===== config.mk =====
export PLATFORM = sky130hd
export DESIGN_NAME = phy_delay_port
export DESIGN_NICKNAME = d
export VERILOG_FILES = /design/src/rtl/phy_port_pkg.sv /design/src/rtl/phy_port_ctrl.sv /design/src/rtl/phy_port_dpath.sv /design/src/rtl/phy_delay_port.sv
export SDC_FILE = /design/constraint.sdc
export NUM_CORES = 1
export LEC_CHECK = 0
export BUFFER_PORTS_ARGS = -buffer_cell sky130_fd_sc_hd__buf_2
export CAP_MARGIN = 20
export CORE_MARGIN = 3
export CORE_UTILIZATION = 51
export DETAILED_ROUTE_END_ITERATION = 8
export GPL_TIMING_DRIVEN = 0
export HOLD_SLACK_MARGIN = 0.03
export PLACE_DENSITY_LB_ADDON = 0.1
export SETUP_SLACK_MARGIN = 0.2
export SLEW_MARGIN = 25
export SYNTH_ARGS = -nofsm -noshare
export SYNTH_HDL_FRONTEND = slang
export SYNTH_SLANG_ARGS = --single-unit
export TNS_END_PERCENT = 5

===== constraint.sdc =====
create_clock -name clk -period 1.95 [get_ports clk]
set_input_delay 0.195 -clock clk [delete_from_list [all_inputs] [get_ports clk]]
set_output_delay 0.195 -clock clk [all_outputs]
set_load 0.005 [all_outputs]

===== src/rtl/phy_port_pkg.sv =====
package phy_port_pkg;
  localparam int PHY_DATA_W   = 8;
  localparam int PHY_ADDR_W   = 8;
  localparam int PHY_NUM_REGS = 9;
  // access word bit positions (decoded by software)
  localparam int WDATA_LSB = 8;
  localparam int RDATA_LSB = 12;
  localparam int WR_BIT    = 24;
  localparam int RD_BIT    = 25;
  localparam int ACK_BIT   = 26;

  typedef struct packed {
    logic commit;   // store write byte into file
    logic capture;  // copy file entry into read field
  } phyStrobe_t;

  function automatic logic [PHY_DATA_W-1:0] resetValue(int idx);
    case (idx)
      0, 1:    return PHY_DATA_W'(4);
      6:       return PHY_DATA_W'(9);
      7:       return PHY_DATA_W'(2);
      8:       return PHY_DATA_W'(3);
      default: return '0;
    endcase
  endfunction
endpackage


===== src/rtl/phy_port_ctrl.sv =====
module phy_port_ctrl
  import phy_port_pkg::*;
(
  input  logic       clk,
  input  logic       rstN,
  input  logic       wrLvl,
  input  logic       rdLvl,
  output phyStrobe_t strb,
  output logic       ack
);
  logic wrPrev, rdPrev;

  assign strb.commit  = wrLvl & ~wrPrev;
  assign strb.capture = rdLvl & ~rdPrev;

  always_ff @(posedge clk or negedge rstN) begin
    if (!rstN) begin
      wrPrev <= 1'b0;
      rdPrev <= 1'b0;
      ack    <= 1'b0;
    end else begin
      wrPrev <= wrLvl;
      rdPrev <= rdLvl;
      ack    <= (ack | strb.commit | strb.capture) & (wrLvl | rdLvl);
    end
  end
endmodule


===== src/rtl/phy_port_dpath.sv =====
module phy_port_dpath
  import phy_port_pkg::*;
#(
  parameter int ADDR_W   = PHY_ADDR_W,
  parameter int DATA_W   = PHY_DATA_W,
  parameter int NUM_REGS = PHY_NUM_REGS,
  localparam int FILE_W  = NUM_REGS * DATA_W
) (
  input  logic              clk,
  input  logic              rstN,
  input  logic              wordWe,
  input  logic [31:0]       wordIn,
  input  phyStrobe_t        strb,
  input  logic              ack,
  output logic [31:0]       wordOut,
  output logic              wrLvl,
  output logic              rdLvl,
  output logic [ADDR_W-1:0] addrQ,
  output logic [DATA_W-1:0] wdataQ,
  output logic [DATA_W-1:0] rdDataQ,
  output logic [FILE_W-1:0] fileFlat
);
  logic [DATA_W-1:0] delayReg [NUM_REGS];
  logic [DATA_W-1:0] picked;

  always_ff @(posedge clk or negedge rstN) begin
    if (!rstN) begin
      addrQ  <= '0;
      wdataQ <= '0;
      wrLvl  <= 1'b0;
      rdLvl  <= 1'b0;
    end else if (wordWe) begin
      addrQ  <= wordIn[ADDR_W-1:0];
      wdataQ <= wordIn[WDATA_LSB +: DATA_W];
      wrLvl  <= wordIn[WR_BIT];
      rdLvl  <= wordIn[RD_BIT];
    end
  end

  for (genvar g = 0; g < NUM_REGS; g++) begin : gEntry
    always_ff @(posedge clk or negedge rstN) begin
      if (!rstN)
        delayReg[g] <= DATA_W'(resetValue(g));
      else if (strb.commit && addrQ == ADDR_W'(g))
        delayReg[g] <= wdataQ;
    end
    assign fileFlat[g*DATA_W +: DATA_W] = delayReg[g];
  end

  // out-of-range index selects nothing and yields zero
  always_comb begin
    picked = '0;
    for (int i = 0; i < NUM_REGS; i++)
      if (addrQ == ADDR_W'(i)) picked = delayReg[i];
  end

  always_ff @(posedge clk or negedge rstN) begin
    if (!rstN)             rdDataQ <= '0;
    else if (strb.capture) rdDataQ <= picked;
  end

  always_comb begin
    wordOut                         = '0;
    wordOut[ADDR_W-1:0]             = addrQ;
    wordOut[WDATA_LSB +: DATA_W]    = wdataQ;
    wordOut[RDATA_LSB +: DATA_W]    = rdDataQ;  // overlays upper write nibble
    wordOut[WR_BIT]                 = wrLvl;
    wordOut[RD_BIT]                 = rdLvl;
    wordOut[ACK_BIT]                = ack;
  end
endmodule


===== src/rtl/phy_delay_port.sv =====
module phy_delay_port
  import phy_port_pkg::*;
#(
  parameter int HOST_AW          = 8,
  parameter logic [7:0] ACC_OFFSET = 8'h10,
  parameter int NUM_REGS         = PHY_NUM_REGS,
  localparam int FILE_W          = NUM_REGS * PHY_DATA_W
) (
  input  logic               clk,
  input  logic               rstN,
  input  logic               hostSel,
  input  logic               hostWrite,
  input  logic [HOST_AW-1:0] hostAddr,
  input  logic [31:0]        hostWdata,
  output logic [31:0]        hostRdata
);
  phyStrobe_t            strb;
  logic                  ack, wrLvl, rdLvl, hit, commitSig, captureSig;
  logic [PHY_ADDR_W-1:0] addrQ;
  logic [PHY_DATA_W-1:0] wdataQ, rdDataQ;
  logic [FILE_W-1:0]     fileFlat;
  logic [31:0]           accWord;
  logic                  unusedHostBits;

  assign hit        = hostSel && (hostAddr == HOST_AW'(ACC_OFFSET));
  assign hostRdata  = (hit && !hostWrite) ? accWord : '0;
  assign commitSig  = strb.commit;
  assign captureSig = strb.capture;
  assign unusedHostBits = ^{hostWdata[31:26], hostWdata[23:16]};

  phy_port_ctrl u_ctrl (
    .clk(clk), .rstN(rstN), .wrLvl(wrLvl), .rdLvl(rdLvl),
    .strb(strb), .ack(ack)
  );

  phy_port_dpath #(.NUM_REGS(NUM_REGS)) u_dpath (
    .clk(clk), .rstN(rstN), .wordWe(hit && hostWrite), .wordIn(hostWdata),
    .strb(strb), .ack(ack), .wordOut(accWord), .wrLvl(wrLvl), .rdLvl(rdLvl),
    .addrQ(addrQ), .wdataQ(wdataQ), .rdDataQ(rdDataQ), .fileFlat(fileFlat)
  );
endmodule


==> flow_metrics.tcl, run 1 <==
set metrics [dict create \
    outcome "finished with violations" \
    failed_checks "negative setup slack" \
    critPathMaxStageDelay_ns 0.55 \
    synth_cell_type_count 46 \
    synthCells 372 \
    layout_setup_ws_ns -0.112 \
    start_util_pct 54.0 \
    synth-compound-area-share_pct 7.07 \
    detail_route.vias_per_cell 5.59 \
    crit_chain "or4_4 -> nor3_4 -> buf_12 -> and3b_1 -> buf_6 -> mux2_4" \
    cp.required_ns 2.22 \
    fin_skew_ns 0.00756 \
    drive_gt1_share_pct 50.4 \
    dr.pass1.iters 4 \
    row_count 34 \
    hold_class "in -> reg" \
    drc 0 \
    p_int_mw 3.10 \
    yosys.area_share.simple_pct 10.7 \
    synth-adder-area-share_pct 0 \
    drt-wirelength-per-cell_um 19.5 \
    net-switching-power_mw 1.01 \
    syn_to_final_growth_pct 19.6 \
    async_flop_share_pct 100 \
    yosys.cell_count.top_type "dfrtp_1" \
    placedInstanceArea_mm2 0.00533 \
    peakVddDrop_mv 0.601 \
    antenna_left 0 \
    cts_sinks 101 \
    synth_area_mm2 0.00485 \
    hold_viol 0 \
    pre_cts_ws_ns -0.695 \
    fin_cells 588 \
    slowest_stage "or4_4" \
    cts_buffer_depth 2 \
    drt-total-wl_mm 11.5 \
    finalSetupViolations 65 \
    layout_min_cycle_time_ns 2.06 \
    dp.cells 559 \
    synth_edf_count 0 \
    critPathCaptureType "flip-flop" \
    dieArea_mm2 0.0107 \
    cts_tree "built" \
    ys_seq_area_share_pct 52.3 \
    yosysWarnings 0 \
    pwr-share-comb_pct 9.4 \
    core_mm2 0.00898 \
    dieWidth_um 104 \
    synth_top_family_by_area "multiplexers" \
    finalPower_mw 4.10 \
    path_clk_slew_ns 0.10 \
    numCtsBuffers 9 \
    finalMaxSlewViolations 0 \
    ios 76 \
    synth_xor_area_share_pct 0 \
    power_density_mw_per_mm2 708 \
    p_sw_share_pct 24.6 \
    p_clk_share_pct 36.8 \
    root_buffer "clkbuf_8" \
    synth_area_leaders "dfrtp_1 49%, mux2_2 22%, dfstp_2 3.8%, mux4_2 3.7%, and2_1 3.1%" \
    synthMuxAreaShare_pct 25.9 \
    ys_ff_latch 101 \
    max_freq_mhz 485 \
    start_kind "flip-flop" \
    syn-mean-instance-area_um2 13.0 \
    yosys-top-cells-count "94 x dfrtp_1, 93 x mux2_2, 24 x and2_1" \
    grt_pass1_vias 3357 \
    crit_type "reg -> reg" \
    cp.arrival_ns 2.33 \
    rsz0062_at_grt "true" \
    min_period_over_period_pct 106 \
    worst-path-max-fanout 8 \
    maxCapViolCount 0 \
    grt_max_degree 52 \
    port_buffers 52 \
    p_leak_nw 2.88 \
    finalInstanceArea_mm2 0.00580 \
    nets 501 \
    slew_headroom_pct 65.7 \
    insertion_delay_ns 0.38 \
    grt_pass1_wl_mm 18.6 \
    drtIter0Drc 157 \
    overflow 0 \
    place_hpwl_mm 7.69 \
    cp_top_family "simple AND/OR/NAND/NOR gates" \
    worst_pin_slew_ns 0.514 \
    vias 3285 \
    n_antenna_cell 0 \
    antenna_found_initial 0 \
    yosys.area.top_type_share_pct 48.5 \
    gp_congestion 0.844 \
    htreeDepth 3 \
    track_usage_pct 22.4 \
    p_seq_share_pct 53.8 \
    die_h_um 104 \
    synth_area_leader_cell "dfrtp_1" \
    cp_num_buf_inv 2 \
    nFillCells 721 \
    ys.flop_type "dfrtp_1" \
]
-- per-stage QoR --
| step | hold slack, ns | util, % | TNS, ns |
|---|---|---|---|
| after detailed placement | 0.188 | 59.4 | -35.90 |
| after floorplan | -0.101 | - | -0.943 |
| after global placement | 0.426 | 59.0 | -65.97 |
| final | 0.0409 | 64.6 | -3.78 |
| after global routing | 0.0315 | 64.6 | -8.31 |
| after CTS | 0.0307 | 64.2 | -4.93 |
-- logic make-up (layout without fill, tap and decap cells) --
| family | count (synthesis) | count (layout) |
|---|---|---|
| muxes | 104 | 104 |
| DFF | 101 | 101 |
| and+or+nand+nor | 80 | 80 |
| AOI/OAI and AO/OA | 48 | 48 |
| buffers and inverters | 38 | 120 |
| other | 1 | 9 |
-- area by class of cell --
| type | count | area (um2) | share of cell area (%) |
|---|---|---|---|
| clock inverter | 7 | 105 | 1.81 |
| timing repair buffer | 66 | 407 | 7.01 |
| buffer | 35 | 238 | 4.10 |
| tap | 126 | 158 | 2.72 |
| inverter | 3 | 11.3 | 0.194 |
| multi-input combinational | 241 | 2220 | 38.3 |
| clock buffer | 9 | 124 | 2.14 |
| sequential | 101 | 2540 | 43.8 |
-- flip-flops by register name, indices dropped and copies added, names as in the netlist, 8 cells and up --
register,cells
u_dpath.fileFlat,72
u_dpath.addrQ,8
u_dpath.wdataQ,8
u_dpath.rdDataQ,8
-- layer usage --
layer	track usage [%]	vias to the layer above	wire (um)
met4	5.60	0	126
met3	4.91	12	570
met2	36.1	79	5760
met1	31.2	1681	5020
met5	0	-	0
li1	-	1513	-
-- cells in the final DEF (no fill, tap or decap), types with 7 or more instances in the layout --
cell / netlist / final
mux2_4: 0 / 8
buf_4: 9 / 21
buf_2: 4 / 54
o21ai_0: 11 / 11
dfrtp_1: 94 / 93
mux4_2: 8 / 8
and2_1: 24 / 24
clkbuf_8: 0 / 9
conb_1: 1 / 9
nor2_1: 10 / 10
dfstp_2: 7 / 7
mux2_2: 93 / 85
nand2_1: 9 / 8
-- power by group through the flow --
stage	combinational, mW	sequential [mW]	clock, mW
floorplan	0.204	2.23	0
detailed placement	0.332	2.25	0
global placement	0.317	2.25	0
CTS	0.376	2.21	1.54
finish	0.384	2.21	1.51
global route	0.424	2.22	1.63
-- final timing paths --
| kind | slack [ns] | cells after the start | end | startpoint |
|---|---|---|---|---|
| worst max-delay path | -0.11 | 6 | u_dpath.fileFlat[5]$_DFFE_PN0P_ | u_dpath.addrQ[6]$_DFFE_PN0P_ |
| worst min register to register | 0.47 | 0 | u_ctrl.rdPrev$_DFF_PN0_ | u_dpath.rdLvl$_DFFE_PN0P_ |
| worst max register to register | -0.11 | 6 | u_dpath.fileFlat[5]$_DFFE_PN0P_ | u_dpath.addrQ[6]$_DFFE_PN0P_ |
| min in group asynchronous | 0.34 | 2 | u_dpath.wdataQ[2]$_DFFE_PN0P_ | rstN |
| worst min-delay path | 0.04 | 2 | u_dpath.wdataQ[1]$_DFFE_PN0P_ | hostWdata[9] |
| max in group asynchronous | 0.94 | 3 | u_dpath.fileFlat[51]$_DFFE_PN1P_ | rstN |
-- timing repair --
action	CTS	global route
hold endpoints to repair	45	0
buffers inserted	11	1
gates resized for setup	35	8
pin swaps	7	1
endpoints found under the setup margin	114	112
hold buffers	1	0
cloned	0	0
(Power assumes the default switching activity.)
==> inputs of run 2 (changes only) <==
--- a/config.mk
+++ b/config.mk
@@ -13,8 +13,8 @@
 export GPL_TIMING_DRIVEN = 0
 export HOLD_SLACK_MARGIN = 0.03
 export PLACE_DENSITY_LB_ADDON = 0.1
+export RECOVER_POWER = 50
 export SETUP_SLACK_MARGIN = 0.2
-export SLEW_MARGIN = 25
 export SYNTH_ARGS = -nofsm -noshare
 export SYNTH_HDL_FRONTEND = slang
 export SYNTH_SLANG_ARGS = --single-unit
==> run 2 against run 1 <==
Effect of this change:
- the flow still finishes with violations (negative setup slack)
- maximum frequency down 0.23%
- clock power about the same
- clock-buffer cell count stayed put
- die area did not move
- sequential power barely moved
- total power is essentially flat
==> flow_metrics.tcl, run 2 (synthesized netlist as in run 1, its figures left out) <==
set metrics [dict create \
    outcome "finished with violations" \
    failed_checks "negative setup slack" \
    dieArea_mm2 0.0107 \
    dp.cells 559 \
    largest_register_ffs 72 \
    hp-start "hostWdata[9]" \
    p_clk_share_pct 36.9 \
    max_freq_mhz 484 \
    layout_min_cycle_time_ns 2.07 \
    place_hpwl_mm 7.69 \
    nFillCells 726 \
    ios 76 \
    slew_headroom_pct 10.5 \
    hold_class "in -> reg" \
    cp.arrival_ns 2.33 \
    power_density_mw_per_mm2 709 \
    hold_slack_ns 0.0410 \
    reg2reg_slack_ns -0.12 \
    cts_buffer_depth 2 \
    fin_cells 588 \
    worst-path-max-fanout 8 \
    cts_tree "built" \
    grt_pass1_wl_mm 18.6 \
    start_kind "flip-flop" \
    nets 501 \
    p_seq_share_pct 53.8 \
    p_sw_share_pct 24.6 \
    drc 0 \
    n_antenna_cell 0 \
    final_common_cell "dfrtp_1" \
    vias 3291 \
    syn_to_final_growth_pct 19.1 \
    net-switching-power_mw 1.01 \
    cp.required_ns 2.22 \
    p_leak_nw 2.87 \
    peakVddDrop_mv 0.602 \
    port_buffers 52 \
    detail_route.vias_per_cell 5.60 \
    rsz0062_at_grt "true" \
    drt-total-wl_mm 11.5 \
    drtIter0Drc 144 \
    path_clk_slew_ns 0.10 \
    overflow 0 \
    antenna_left 0 \
    worstReg2RegStart "u_dpath.addrQ[6]$_DFFE_PN0P_" \
    dr.pass1.iters 4 \
    crit_type "reg -> reg" \
    finalSetupViolations 61 \
    die_h_um 104 \
    finalMaxSlewViolations 0 \
    cts_sinks 101 \
    fin_setup_tns_ns -3.80 \
    critPathCaptureType "flip-flop" \
    grt_pass1_vias 3354 \
    min_period_over_period_pct 106 \
    drt-wirelength-per-cell_um 19.6 \
    pwr-share-comb_pct 9.3 \
    fin_skew_ns 0.00871 \
    antenna_found_initial 0 \
    timing.rr.end "u_dpath.fileFlat[5]$_DFFE_PN0P_" \
    p_int_mw 3.09 \
    layout_setup_ws_ns -0.117 \
    htreeDepth 3 \
    root_buffer "clkbuf_8" \
    hold_viol 0 \
    worst_pin_slew_ns 1.34 \
    start_util_pct 54.0 \
    maxCapViolCount 0 \
    gp_congestion 0.844 \
    insertion_delay_ns 0.37 \
    final_cell_mix "93 x dfrtp_1, 85 x mux2_2, 54 x buf_2, 24 x and2_1, 21 x buf_4" \
    final_util_pct 64.4 \
    r2r_cells 6 \
    numCtsBuffers 9 \
    whs_path_depth 2 \
    track_usage_pct 22.4 \
    dieWidth_um 104 \
    row_count 34 \
    drive_gt1_share_pct 50.4 \
    grt_max_degree 52 \
    holdPathEnd "u_dpath.wdataQ[1]$_DFFE_PN0P_" \
    core_mm2 0.00898 \
]
## run 2: cell types whose count changed in the layout (fill, tap and decap cells not counted)
cell	change
buf_6	-1
buf_16	-1
clkbuf_2	+1
clkbuf_8	+1
## run 2: critical path, cell delays in order (launching register included)
cell and delay, ns:
dfrtp_1 0.42, or4_4 0.55, nor3_4 0.16, buf_12 0.15
and3b_1 0.18, buf_6 0.19, mux2_4 0.31
## run 2: per-layer routing
layer | vias up | routed length, um | GRT usage, %
li1 | 1509 | - | -
met1 | 1682 | 5120 | 31.2
met2 | 87 | 5720 | 36.1
met3 | 13 | 537 | 4.91
met4 | 0 | 147 | 5.60
met5 | - | 0 | 0
## run 2: cell type report
type	count	area (um2)	share of cell area [%]
multi-input cells	241	2220	38.4
repair buffers	66	387	6.69
flip-flops and latches	101	2540	43.9
plain buffers	35	238	4.11
inverters	3	11.3	0.195
clock buffers	9	124	2.14
well taps	126	158	2.73
clock inverters	7	105	1.82
## run 2: worst max path at each step
stage	to	depth (start not counted)	startpoint	slack [ns]
global route	u_dpath.fileFlat[50]$_DFFE_PN0P_	6	u_dpath.addrQ[7]$_DFFE_PN0P_	-0.18
global placement	u_dpath.fileFlat[17]$_DFFE_PN0P_	5	u_dpath.addrQ[1]$_DFFE_PN0P_	-0.69
finish	u_dpath.fileFlat[5]$_DFFE_PN0P_	6	u_dpath.addrQ[6]$_DFFE_PN0P_	-0.12
floorplan	u_dpath.fileFlat[0]$_DFFE_PN0P_	5	u_dpath.addrQ[7]$_DFFE_PN0P_	-0.12
CTS	u_dpath.fileFlat[0]$_DFFE_PN0P_	6	u_dpath.addrQ[6]$_DFFE_PN0P_	-0.16
detailed placement	u_dpath.fileFlat[19]$_DFFE_PN0P_	5	u_dpath.addrQ[1]$_DFFE_PN0P_	-0.69
## run 2: metrics by stage
step	power (mW)	setup WS, ns	instance area (um2)
3_5_place_dp	2.58	-0.695	5330
3_3_place_gp	2.56	-0.688	5300
6_report	4.10	-0.117	5780
4_1_cts	4.12	-0.157	5760
2_1_floorplan	2.44	-0.123	4880
5_1_grt	4.27	-0.184	5780
## run 2: what timing repair did
item,CTS,global route
hold endpoints to repair,45,0
pin swaps,7,1
hold buffers,1,0
setup buffers,11,1
resized for setup,35,8
endpoints found under the setup margin,114,112
cloned,0,0
## run 2: power by group through the flow
stage	combinational, mW	clock (mW)	sequential (mW)
after floorplan	0.204	0	2.23
after detailed placement	0.331	0	2.25
after global placement	0.317	0	2.25
final	0.380	1.51	2.21
after CTS	0.376	1.54	2.21
after global routing	0.418	1.63	2.22
==> inputs of run 3 (changes only) <==
--- a/config.mk
+++ b/config.mk
@@ -7,8 +7,7 @@
 export LEC_CHECK = 0
 export BUFFER_PORTS_ARGS = -buffer_cell sky130_fd_sc_hd__buf_2
 export CAP_MARGIN = 20
-export CORE_MARGIN = 3
-export CORE_UTILIZATION = 51
+export CORE_UTILIZATION = 45
 export DETAILED_ROUTE_END_ITERATION = 8
 export GPL_TIMING_DRIVEN = 0
 export HOLD_SLACK_MARGIN = 0.03
==> run 3 against run 2 <==
Effect of this change:
- the flow still finishes with violations (negative setup slack)
- total power shrank 2.3%
- cell count grew 2.2%
- flip-flop and latch count did not move
- wire length is 1.4% higher
- maximum frequency decreased by 1.4%
- worst hold slack improved by 0.012 ns
- clock skew grew 0.0026 ns
==> flow_metrics.tcl, run 3 (synthesized netlist as in run 1, its figures left out) <==
set metrics [dict create \
    die_h_um 106 \
    rsz0062_at_grt "true" \
    crit_chain "or4_4 -> nor3_4 -> buf_12 -> and3b_1 -> buf_8 -> mux2_4" \
    core_mm2 0.0104 \
    dr.pass1.iters 4 \
    numCtsBuffers 9 \
    failed_checks "negative setup slack" \
    cp_top_family "simple AND/OR/NAND/NOR gates" \
    dieWidth_um 106 \
    crit_type "reg -> reg" \
    worst-path-max-fanout 8 \
    max_freq_mhz 477 \
    track_usage_pct 22.2 \
    slew_headroom_pct 48.4 \
    drc 0 \
    outcome "finished with violations" \
    power_density_mw_per_mm2 673 \
    largest_register_ffs 72 \
    start_kind "flip-flop" \
    min_period_over_period_pct 107 \
    nFillCells 892 \
    drive_gt1_share_pct 51.8 \
    htreeDepth 3 \
    seqCellArea_mm2 0.00254 \
    peakVddDrop_mv 0.382 \
    finalSetupViolations 53 \
    cts_buffer_depth 2 \
    finalMaxSlewViolations 0 \
    grt_max_degree 72 \
    final_common_cell "dfrtp_1" \
    grt_pass1_wl_mm 18.7 \
    cp_num_buf_inv 2 \
    row_count 37 \
    hold_class "in -> reg" \
    drt-wirelength-per-cell_um 19.4 \
    overflow 0 \
    antenna_left 0 \
    path_clk_slew_ns 0.11 \
    gp_congestion 0.795 \
    final_cell_mix "93 x dfrtp_1, 74 x mux2_2, 54 x buf_2, 23 x and2_1, 22 x buf_4" \
    cts_sinks 101 \
    dieArea_mm2 0.0112 \
    start_util_pct 46.8 \
    root_buffer "clkbuf_8" \
    insertion_delay_ns 0.36 \
    detail_route.vias_per_cell 5.49 \
    layout_min_cycle_time_ns 2.10 \
    hold_viol 0 \
    place_hpwl_mm 7.52 \
    fin_skew_ns 0.0113 \
    drt-total-wl_mm 11.7 \
    finalPower_mw 4.00 \
    worst_pin_slew_ns 0.773 \
    maxCapViolCount 0 \
    nets 504 \
    n_antenna_cell 0 \
    layout_setup_ws_ns -0.146 \
    drtIter0Drc 166 \
    cp.required_ns 2.20 \
    critPathCaptureType "flip-flop" \
    fin_setup_tns_ns -4.29 \
    port_buffers 52 \
    multi_input_area_mm2 0.00231 \
    critPathMaxStageDelay_ns 0.56 \
    syn_to_final_growth_pct 22.6 \
    cp.arrival_ns 2.34 \
    antenna_found_initial 0 \
    vias 3297 \
    p_leak_nw 2.95 \
    grt_pass1_vias 3295 \
    ios 76 \
    cts_tree "built" \
    slowest_stage "or4_4" \
]
[run 3: cell count changes in the layout (fill, tap and decap cells not counted), moves of 2 or more]
cell,before,now
buf_12,2,5
buf_6,2,7
clkbuf_2,4,1
clkbuf_4,5,3
mux2_2,85,74
mux2_4,8,19
nand2_4,0,2
nand3_2,3,0
nand3_4,0,3
[run 3: through the flow]
stage	std cells	utilization [%]	area [um2]	worst slack, ns	hold WS [ns]
2_1_floorplan	380	-	4880	-0.123	-0.101
6_report	601	57.3	5950	-0.146	0.0535
3_5_place_dp	569	51.5	5340	-0.764	0.164
5_1_grt	601	57.3	5950	-0.192	0.0461
3_3_place_gp	568	51.2	5310	-0.767	0.427
4_1_cts	598	56.0	5810	-0.185	0.0398
[run 3: final cells by class]
type,instances,share of cell area [%]
clock buffer,9,2.08
tap,136,2.86
clock inverter,7,1.39
sequential,101,42.7
timing repair buffer,69,7.24
buffer,35,4.61
inverter,3,0.316
multi-input combinational,241,38.8
[run 3: metal layers]
| layer | vias to the layer above | GRT usage, % | wire length, um |
|---|---|---|---|
| met2 | 112 | 34.2 | 5430 |
| met4 | 0 | 7.64 | 221 |
| met1 | 1654 | 31.8 | 5220 |
| met5 | - | 0 | 0 |
| met3 | 17 | 3.90 | 813 |
| li1 | 1514 | - | - |
[run 3: path summary, 6_finish.rpt]
| check | start | endpoint | slack [ns] | depth (start not counted) |
|---|---|---|---|---|
| worst max-delay path | u_dpath.addrQ[6]$_DFFE_PN0P_ | u_dpath.fileFlat[3]$_DFFE_PN0P_ | -0.15 | 6 |
| worst min-delay path | hostWdata[13] | u_dpath.wdataQ[5]$_DFFE_PN0P_ | 0.05 | 2 |
| worst max register to register | u_dpath.addrQ[6]$_DFFE_PN0P_ | u_dpath.fileFlat[3]$_DFFE_PN0P_ | -0.15 | 6 |
| worst min register to register | u_dpath.rdLvl$_DFFE_PN0P_ | u_ctrl.rdPrev$_DFF_PN0_ | 0.48 | 0 |
| max in group asynchronous | rstN | u_dpath.fileFlat[44]$_DFFE_PN0P_ | 0.43 | 3 |
| min in group asynchronous | rstN | u_dpath.fileFlat[47]$_DFFE_PN0P_ | 0.43 | 2 |
[run 3: report_power, final]
| group | internal [mW] | switching, mW |
|---|---|---|
| sequential | 2.17 | 0.0423 |
| clock | 0.614 | 0.782 |
| combinational | 0.193 | 0.205 |
| total | 2.98 | 1.03 |
[run 3: what timing repair did]
| item | CTS | global route |
|---|---|---|
| hold buffers | 1 | 0 |
| pin swaps | 5 | 9 |
| gates resized for setup | 39 | 55 |
| buffers inserted | 12 | 3 |
| setup endpoints to repair | 114 | 112 |
| endpoints found under the hold margin | 27 | 0 |
